[src/rtl/mdio_pkg.sv]
`timescale 1ns/1ps
package mdio_pkg;
  localparam int FRAME_LEN    = 64;
  localparam int PREAMBLE_LEN = 32;
  localparam int IDX_W        = $clog2(FRAME_LEN);
  localparam int TA_FIRST     = 46;
  localparam int TA_SECOND    = 47;
  localparam int DATA_FIRST   = 48;
  localparam int BIT_BUSY     = 29;
  localparam int BIT_FAIL     = 28;
  localparam logic [1:0] OP_READ = 2'b10;

  typedef struct packed {
    logic launch;
    logic sampleEdge;
    logic shiftEdge;
    logic finish;
  } mdioStrobes_t;
endpackage

[src/rtl/mdio_ctrl.sv]
`timescale 1ns/1ps
module mdio_ctrl
  import mdio_pkg::*;
#(
  parameter int DIV_W = 8
) (
  input  logic               clk,
  input  logic               rstN,
  input  logic               startReq,
  input  logic [DIV_W-1:0]   mdcHalf,
  output logic               busy,
  output logic               mdc,
  output logic [IDX_W-1:0]   bitIdx,
  output mdioStrobes_t       strobes
);
  localparam logic [IDX_W-1:0] LAST_IDX = IDX_W'(FRAME_LEN - 1);

  logic [DIV_W-1:0] divCnt;
  logic tick;

  assign tick = busy && (divCnt >= mdcHalf);

  always_comb begin
    strobes.launch     = startReq && !busy;
    strobes.sampleEdge = tick && !mdc;
    strobes.shiftEdge  = tick && mdc && (bitIdx != LAST_IDX);
    strobes.finish     = tick && mdc && (bitIdx == LAST_IDX);
  end

  always_ff @(posedge clk) begin
    if (!rstN) begin
      busy   <= 1'b0;
      mdc    <= 1'b0;
      divCnt <= '0;
      bitIdx <= '0;
    end else if (strobes.launch) begin
      busy   <= 1'b1;
      mdc    <= 1'b0;
      divCnt <= '0;
      bitIdx <= '0;
    end else if (busy) begin
      if (tick) begin
        divCnt <= '0;
        mdc    <= ~mdc;
        if (strobes.shiftEdge) bitIdx <= bitIdx + 1'b1;
        if (strobes.finish) begin
          busy   <= 1'b0;
          bitIdx <= '0;
        end
      end else begin
        divCnt <= divCnt + 1'b1;
      end
    end
  end

  assert_finish_clears_busy_R3 : assert property (@(posedge clk) disable iff (!rstN)
    strobes.finish |=> !busy);

  assert_idle_mdc_low_R9 : assert property (@(posedge clk) disable iff (!rstN)
    !busy |-> !mdc);
endmodule

[src/rtl/mdio_datapath.sv]
`timescale 1ns/1ps
module mdio_datapath
  import mdio_pkg::*;
(
  input  logic               clk,
  input  logic               rstN,
  input  logic               cmdWrEn,
  input  logic [31:0]        cmdWrData,
  input  logic               busy,
  input  logic [IDX_W-1:0]   bitIdx,
  input  mdioStrobes_t       strobes,
  input  logic               mdioIn,
  output logic               startReq,
  output logic [31:0]        cmdRdData,
  output logic               mdioOut,
  output logic               mdioOe,
  output logic               doneIrq,
  output logic               errIrq
);
  logic [1:0]           opField;
  logic [4:0]           phyField;
  logic [4:0]           regField;
  logic [15:0]          dataField;
  logic                 failFlag;
  logic [FRAME_LEN-1:0] txShift;
  logic [15:0]          rxShift;
  logic                 taOk;
  logic                 accept;
  logic                 isRead;
  logic                 rxPhase;

  function automatic logic [FRAME_LEN-1:0] buildFrame(input logic [31:0] w);
    logic [1:0] ta;
    ta = (w[27:26] == OP_READ) ? 2'b11 : 2'b10;
    return {{PREAMBLE_LEN{1'b1}}, 2'b01, w[27:26], w[25:21], w[20:16], ta, w[15:0]};
  endfunction

  assign accept    = cmdWrEn && !busy;
  assign startReq  = accept && cmdWrData[BIT_BUSY];
  assign isRead    = (opField == OP_READ);
  assign rxPhase   = (bitIdx >= IDX_W'(TA_FIRST));
  assign mdioOe    = busy && !(isRead && rxPhase);
  assign mdioOut   = txShift[FRAME_LEN-1];
  assign cmdRdData = {2'b00, busy, failFlag, opField, phyField, regField, dataField};

  always_ff @(posedge clk) begin
    if (!rstN) begin
      opField   <= '0;
      phyField  <= '0;
      regField  <= '0;
      dataField <= '0;
      failFlag  <= 1'b0;
      txShift   <= '1;
      rxShift   <= '0;
      taOk      <= 1'b0;
      doneIrq   <= 1'b0;
      errIrq    <= 1'b0;
    end else begin
      doneIrq <= strobes.finish;
      errIrq  <= strobes.finish && isRead && !taOk;
      if (accept) begin
        opField   <= cmdWrData[27:26];
        phyField  <= cmdWrData[25:21];
        regField  <= cmdWrData[20:16];
        dataField <= cmdWrData[15:0];
        failFlag  <= cmdWrData[BIT_BUSY] ? 1'b0 : cmdWrData[BIT_FAIL];
      end
      if (strobes.launch) begin
        txShift <= buildFrame(cmdWrData);
        taOk    <= 1'b0;
      end else if (strobes.shiftEdge) begin
        txShift <= {txShift[FRAME_LEN-2:0], 1'b1};
      end
      if (strobes.sampleEdge && isRead) begin
        if (bitIdx == IDX_W'(TA_SECOND)) taOk <= !mdioIn;
        else if (bitIdx >= IDX_W'(DATA_FIRST)) rxShift <= {rxShift[14:0], mdioIn};
      end
      if (strobes.finish && isRead) begin
        if (taOk) dataField <= rxShift;
        else      failFlag  <= 1'b1;
      end
    end
  end

  assert_fields_frozen_R4 : assert property (@(posedge clk) disable iff (!rstN)
    (busy && $past(busy)) |-> $stable({opField, phyField, regField}));

  assert_err_with_done_R8 : assert property (@(posedge clk) disable iff (!rstN)
    errIrq |-> doneIrq);

  assert_done_on_busy_fall_R8 : assert property (@(posedge clk) disable iff (!rstN)
    doneIrq |-> $fell(busy));
endmodule

[src/rtl/mdio_cmd_engine.sv]
`timescale 1ns/1ps
module mdio_cmd_engine
  import mdio_pkg::*;
#(
  parameter int DIV_W = 8
) (
  input  logic              clk,
  input  logic              rstN,
  input  logic              cmdWrEn,
  input  logic [31:0]       cmdWrData,
  output logic [31:0]       cmdRdData,
  input  logic [DIV_W-1:0]  mdcHalf,
  output logic              mdc,
  output logic              mdioOut,
  output logic              mdioOe,
  input  logic              mdioIn,
  output logic              doneIrq,
  output logic              errIrq
);
  logic             busy;
  logic             startReq;
  logic [IDX_W-1:0] bitIdx;
  mdioStrobes_t     strobes;

  mdio_ctrl #(.DIV_W(DIV_W)) u_ctrl (
    .clk      (clk),
    .rstN     (rstN),
    .startReq (startReq),
    .mdcHalf  (mdcHalf),
    .busy     (busy),
    .mdc      (mdc),
    .bitIdx   (bitIdx),
    .strobes  (strobes)
  );

  mdio_datapath u_datapath (
    .clk       (clk),
    .rstN      (rstN),
    .cmdWrEn   (cmdWrEn),
    .cmdWrData (cmdWrData),
    .busy      (busy),
    .bitIdx    (bitIdx),
    .strobes   (strobes),
    .mdioIn    (mdioIn),
    .startReq  (startReq),
    .cmdRdData (cmdRdData),
    .mdioOut   (mdioOut),
    .mdioOe    (mdioOe),
    .doneIrq   (doneIrq),
    .errIrq    (errIrq)
  );

  assert_mdio_moves_on_fall_R9 : assert property (@(posedge clk) disable iff (!rstN)
    (busy && $past(busy) && !$stable(mdioOut)) |-> $fell(mdc));
endmodule

[config.mk]
export PLATFORM = sky130hd
export DESIGN_NAME = mdio_cmd_engine
export DESIGN_NICKNAME = d
export VERILOG_FILES = /design/src/rtl/mdio_pkg.sv /design/src/rtl/mdio_ctrl.sv /design/src/rtl/mdio_datapath.sv /design/src/rtl/mdio_cmd_engine.sv
export SDC_FILE = /design/constraint.sdc
export NUM_CORES = 1
export LEC_CHECK = 0
export ABC_CLOCK_PERIOD_IN_PS = 6000
export BUFFER_PORTS_ARGS = -buffer_cell sky130_fd_sc_hd__buf_2
export CAP_MARGIN = 25
export CORE_ASPECT_RATIO = 1.4
export CORE_MARGIN = 10
export CORE_UTILIZATION = 42
export DETAILED_ROUTE_END_ITERATION = 10
export PLACE_DENSITY = 0.65
export SYNTH_ARGS = -nofsm -noshare
export SYNTH_HDL_FRONTEND = slang
export SYNTH_SLANG_ARGS = --single-unit
[constraint.sdc]
create_clock -name clk -period 6 [get_ports clk]
set_input_delay 0.3 -clock clk [delete_from_list [all_inputs] [get_ports clk]]
set_output_delay 0.3 -clock clk [all_outputs]
set_load 0.005 [all_outputs]
Word-level counts from Yosys, hierarchy flattened

Cells that the tools add are included.

Word-level logic and storage cells: 72
Bits in registers: 128

Add/sub/neg operators: 2
Reduce and logical (&&, ||, !) cells: 24
Muxes and demuxes: 20
Eq/ne operators: 5
Bitwise logic cells: 3
Order comparisons: 3

Operators by type and width:

| operator              | number |
|---|---|
| $mux W32              | 2 |
| $mux W16              | 3 |
| $logic_and A1 B1 Y1   | 13 |
| $eq A6 B6 Y1 const B  | 2 |
| $ge A6 B6 Y1 const B  | 2 |
| $mux W1               | 12 |
| $mux W6               | 2 |
| $add A8 B1 Y8 const B | 1 |
| $ge A8 B8 Y1          | 1 |
| $mux W8               | 1 |
| $add A6 B1 Y6 const B | 1 |
| $ne A6 B6 Y1 const B  | 1 |
| $reduce_and A3 Y1     | 2 |
| $logic_not A1 Y1      | 5 |
| $eq A2 B2 Y1 const B  | 2 |
| $reduce_bool A2 Y1    | 2 |
| $not A1 Y1            | 3 |
| $reduce_and A2 Y1     | 1 |
| $reduce_or A2 Y1      | 1 |

Depth between registers and ports, before layout

Word-level depth: 8
Depth in mapped cells: 9
Mapped depth without buffers: 7

Cells and area by module

A second synthesis with hierarchy kept.

Cell total of the unflattened synthesis: 595
Area total of the unflattened synthesis: 5556.6 µm²

By module, submodules not included:

| module        | area an instance (µm²) | cells an instance | instances | sequential area each (µm²) |
|---|---|---|---|---|
| mdio_datapath | 4570.6                 | 484               | 1         | 2242.2 |
| mdio_ctrl     | 985.9                  | 111               | 1         | 320.3 |

Least setup slack after synthesis

OpenSTA, ideal clock, no wires.

Path kind: reg2reg
From: register u_ctrl.divCnt[0]
To: register u_datapath.txShift[10]
Data required time: 5.855 ns
Data arrival time: 2.105 ns
Path buffers: 2
Cell stages (with the launch flop): 10
Path slack: 3.750 ns
Clock period less this slack: 2.250 ns
Cells stage by stage: dfxtp_1 -> inv_1 -> ha_1 -> nand2b_1 -> a2111o_1 -> and3_1 -> buf_6 -> o21ai_4 -> buf_6 -> o2111ai_1

Cells in the longest elaborated chain, start to end: 5

RTL lines:

| element                             | line                | text |
|---|---|---|
| start: declaration                  | mdio_ctrl.sv:18     | `logic [DIV_W-1:0] divCnt;` |
| start signal: assignment            | mdio_ctrl.sv:51     | `divCnt <= divCnt + 1'b1;` |
| $ge A8 B8 Y1                        | mdio_ctrl.sv:21     | `assign tick = busy && (divCnt >= mdcHalf);` |
| $logic_and A1 B1 Y1                 | mdio_ctrl.sv:21     |  |
| $logic_and A1 B1 Y1 (2 in series)   | mdio_ctrl.sv:26     | `strobes.shiftEdge = tick && mdc && (bitIdx != LAST_IDX);` |
| $reduce_bool A2 Y1 (no source line) | n/a                 |  |
| end signal: assignment              | mdio_datapath.sv:69 | `txShift <= buildFrame(cmdWrData);` |
| end signal: assignment              | mdio_datapath.sv:72 | `txShift <= {txShift[FRAME_LEN-2:0], 1'b1};` |
| end: declaration                    | mdio_datapath.sv:25 | `logic [FRAME_LEN-1:0] txShift;` |

Every way passes these cells.
A chain may end at the register's enable or synchronous reset.

Final worst setup path

From: register u_ctrl.divCnt[0]
To: register u_datapath.txShift[62]

Cells in the longest elaborated chain, start to end: 4

RTL lines:

| element                           | line |
|---|---|
| $ge A8 B8 Y1                      | mdio_ctrl.sv:21 |
| $logic_and A1 B1 Y1               | mdio_ctrl.sv:21 |
| $logic_and A1 B1 Y1 (2 in series) | mdio_ctrl.sv:26 |

Every way passes these cells.

==> impl_metrics.csv <==
group,metric,value,unit
placed_design,gp_congestion,0.860,
drt,wire_per_inst,16.0,um
logic_synthesis,syn_avg_cell_area,8.42,sq um
power_and_ir_drop,p_int,1.52,mW
power_and_ir_drop,power_frac_seq,44.6,%
critical_path,crit_path_end_kind,"flop",
die,die_area,0.0191,sq mm
critical_path,cpMaxStageDelayCell,"nand2_1",
logic_synthesis,synth-seq-cells,128,
grt,overflow,0,
clocking,clk_pin_slew,60,ps
logic_synthesis,synth_area_leaders,"dfxtp_1, nand2_1, o211ai_1",
drt,ant_nets,0,
placed_design,port_buffers,76,
placed_design,placed_cell_area,0.00623,sq mm
logic_synthesis,yosysUniqueCellTypes,47,
power_and_ir_drop,p_leak,3.14,nW
logic_synthesis,synth_top_area_share,43.9,%
sta,tns,0,ps
sta,rsz0062_at_grt,"no",
grt,grt_pass1_wl,24.5,mm
clocking,cts_made_buffers,17,
power_and_ir_drop,p_clk_share,48.4,%
logic_synthesis,ys_async_sr_fraction,0,%
power_and_ir_drop,peakVddDrop,0.164,mV
clocking,clock_latency,420,ps
critical_path,cp.arrival,3450,ps
critical_path,critical-path-top-delay-family,"compound AO/OA/AOI/OAI gates",
sta,hold_viol_final,0,
logic_synthesis,yosysWarnings,0,
grt,grt_use_total,15.3,%
final_layout,fin_nets,792,
sta,relSlewSlack,31.1,%
logic_synthesis,synth_largest_area_cell,"dfxtp_1",
logic_synthesis,ys.flop_type,"dfxtp_1",
drt,drc,0,
logic_synthesis,ys_seq_area_share,43.9,%
drt,routed_wl,14.9,mm
logic_synthesis,synth-simple-area-share,20.7,%
clocking,root_buffer,"clkbuf_16",
final_layout,layout-drive-gt1-share,17.0,%
die,dieWidth,120,um
sta,clock_skew,6.69,ps
clocking,hold_buffers,0,
clocking,cts_resized,0,
sta,post-route-period-util,52.4,%
grt,antenna_found_initial,0,
grt,grt_max_degree,99,
critical_path,worst_setup_path_start_kind,"flop",
final_layout,area_delta_synth_final,17.0,%
power_and_ir_drop,fin_total_pwr,2.01,mW
outcome,status,"finished, final reports clean",
die,io_pins,81,
logic_synthesis,synth_top_family_by_area,"simple AND/OR/NAND/NOR gates",
logic_synthesis,synth_mux_area_share,3.09,%
clocking,post-cts-setup-buffers,0,
power_and_ir_drop,switchingPower,0.485,mW
die,core_area,0.0135,sq mm
drt,vias,5089,
logic_synthesis,synthCells,693,
power_and_ir_drop,swShare,24.1,%
logic_synthesis,mappedNetlistArea,0.00583,sq mm
die,start_util,43.2,%
logic_synthesis,synth_xor_area_share,1.20,%
critical_path,crit_chain,"inv_1, ha_1, nand2b_1, a2111o_1, nand4_1, buf_4, nand2_1, a211o_1",
run,max_cap_viol_count,0,
die,die_h,159,um
sta,tightest_slew,1030,ps
sta,max_freq,0.318,GHz
power_and_ir_drop,power_density,295,mW/mm^2
clocking,cts_tree,"built",
power_and_ir_drop,p_comb_share,7.0,%
logic_synthesis,synth_enable_flop_cells,0,
critical_path,max_stage_delay,570,ps
critical_path,cp_num_buf_inv,2,
clocking,clock_sinks,128,
final_layout,fin_area,0.00682,sq mm
clocking,h-tree-depth,4,
hold_path,hold_path_class,"in2reg",
grt,grt_pass1_vias,5035,
sta,finalSetupViolCount,0,
critical_path,required,6310,ps
critical_path,path_max_fanout,50,
clocking,clockBufferDepth,2,
final_layout,utilization,50.5,%
drt,drtIter0Drc,331,
drt,vias_per_cell,5.45,
critical_path,path_class,"reg2reg",
final_layout,n_antenna_cell,0,
sta,post-route-min-period,3140,ps
logic_synthesis,synth_fa_ha_area_share,2.15,%
sta,report.final.slew_viol_count,0,
placed_design,hpwl,9.57,mm
logic_synthesis,synth_compound_area_share,20.4,%
drt,dr.pass1.iters,5,
die,num_rows,50,
-- tightest hold or removal path: cells and delay by family --
kind	cells	cell delay (ps)
AO/OA/AOI/OAI	1	70
buffers and inverters	1	90
AND/OR/NAND/NOR	1	40
-- layout by cell type, fill, tap and decap left out, drive strengths merged, types with 2 or more instances in the layout --
| cell type | Yosys | final |
|---|---|---|
| nand2 | 145 | 145 |
| dfxtp | 128 | 128 |
| buf | 21 | 86 |
| inv | 52 | 53 |
| o211ai | 50 | 50 |
| nand3 | 38 | 38 |
| nand4 | 34 | 34 |
| a21boi | 29 | 29 |
| o2111ai | 28 | 28 |
| o21ai | 23 | 23 |
| clkbuf | 40 | 19 |
| mux2i | 18 | 18 |
| nor2 | 15 | 15 |
| ha | 10 | 10 |
| and3 | 7 | 7 |
| a21oi | 6 | 6 |
| and2 | 6 | 6 |
| clkinv | 0 | 6 |
| xor2 | 5 | 5 |
| clkinvlp | 0 | 5 |
| nand2b | 4 | 4 |
| a31oi | 4 | 4 |
| nand3b | 3 | 3 |
| nor3b | 3 | 3 |
| xnor2 | 3 | 3 |
| and4 | 2 | 2 |
| a31o | 2 | 2 |
| a32o | 2 | 2 |
| conb | 1 | 2 |
| nor3 | 2 | 2 |
-- cells in the mapped netlist (all sizes together), types with 2 or more instances --
library cell and instances:
nor3 2, nand3 38, dfxtp 128, clkbuf 40, mux2i 18, a31o 2, nand3b 3, a32o 2
nor2 15, a21boi 29, ha 10, and2 6, nand2 145, nor3b 3, nand2b 4, and3 7
nand4 34, xnor2 3, inv 52, and4 2, o211ai 50, xor2 5, a21oi 6, a31oi 4
o21ai 23, o2111ai 28, buf 21
-- state kept, by name, indices dropped and copies added (netlist names), 2 cells and up --
register              flops
u_ctrl.bitIdx             6
u_ctrl.divCnt             8
u_datapath.dataField     16
u_datapath.opField        2
u_datapath.phyField       5
u_datapath.regField       5
u_datapath.rxShift       16
u_datapath.txShift       64
-- power groups by stage --
stage / registers (mW) / clock network (mW) / logic [mW]
finish: 0.896 / 0.973 / 0.141
global route: 0.899 / 1.03 / 0.159
CTS: 0.895 / 0.987 / 0.140
detailed placement: 0.914 / 0 / 0.139
global placement: 0.912 / 0 / 0.135
floorplan: 0.910 / 0 / 0.0879
-- final timing paths --
path / to / cells after the start / slack [ps] / start
max: u_datapath.txShift[62]$_SDFFE_PP1P_ / 8 / 2860 / u_ctrl.divCnt[0]$_SDFFE_PP0P_
min reg2reg: u_datapath.regField[4]$_SDFFE_PN0P_ / 2 / 460 / u_datapath.regField[4]$_SDFFE_PN0P_
min: u_datapath.txShift[18]$_SDFFE_PN1P_ / 3 / 130 / cmdWrData[16]
max reg2reg: u_datapath.txShift[62]$_SDFFE_PP1P_ / 8 / 2860 / u_ctrl.divCnt[0]$_SDFFE_PP0P_
-- kinds of logic after synthesis --
family | Yosys count
AO/OA/AOI/OAI | 154
XOR/XNOR | 8
adder cells (fa/ha/maj) | 10
buffers and inverters | 113
flip-flops | 128
multiplexers | 18
other | 1
AND/OR/NAND/NOR | 261
-- per-layer routing --
layer	track usage [%]	part of all wire, %
met1	18.3	44
met2	24.6	50
met3	4.61	4.5
met4	6.66	2.1
met5	0	0
-- metrics by stage --
step,hold slack (ps),setup slack (ps),cells
2_1_floorplan,435,3750,694
3_3_place_gp,448,2790,899
3_5_place_dp,458,2900,900
4_1_cts,117,2890,932
5_1_grt,119,2670,933
6_report,126,2860,933
-- cell type report --
type / count / area, sq um
fillers: 1337 / 6690
multi-input cells: 453 / 2780
flip-flops and latches: 128 / 2560
repair buffers: 86 / 488
clock buffers: 19 / 453
well taps: 182 / 228
inverters: 52 / 195
clock inverters: 13 / 114
No activity file was read; power rests on OpenSTA's default activity.
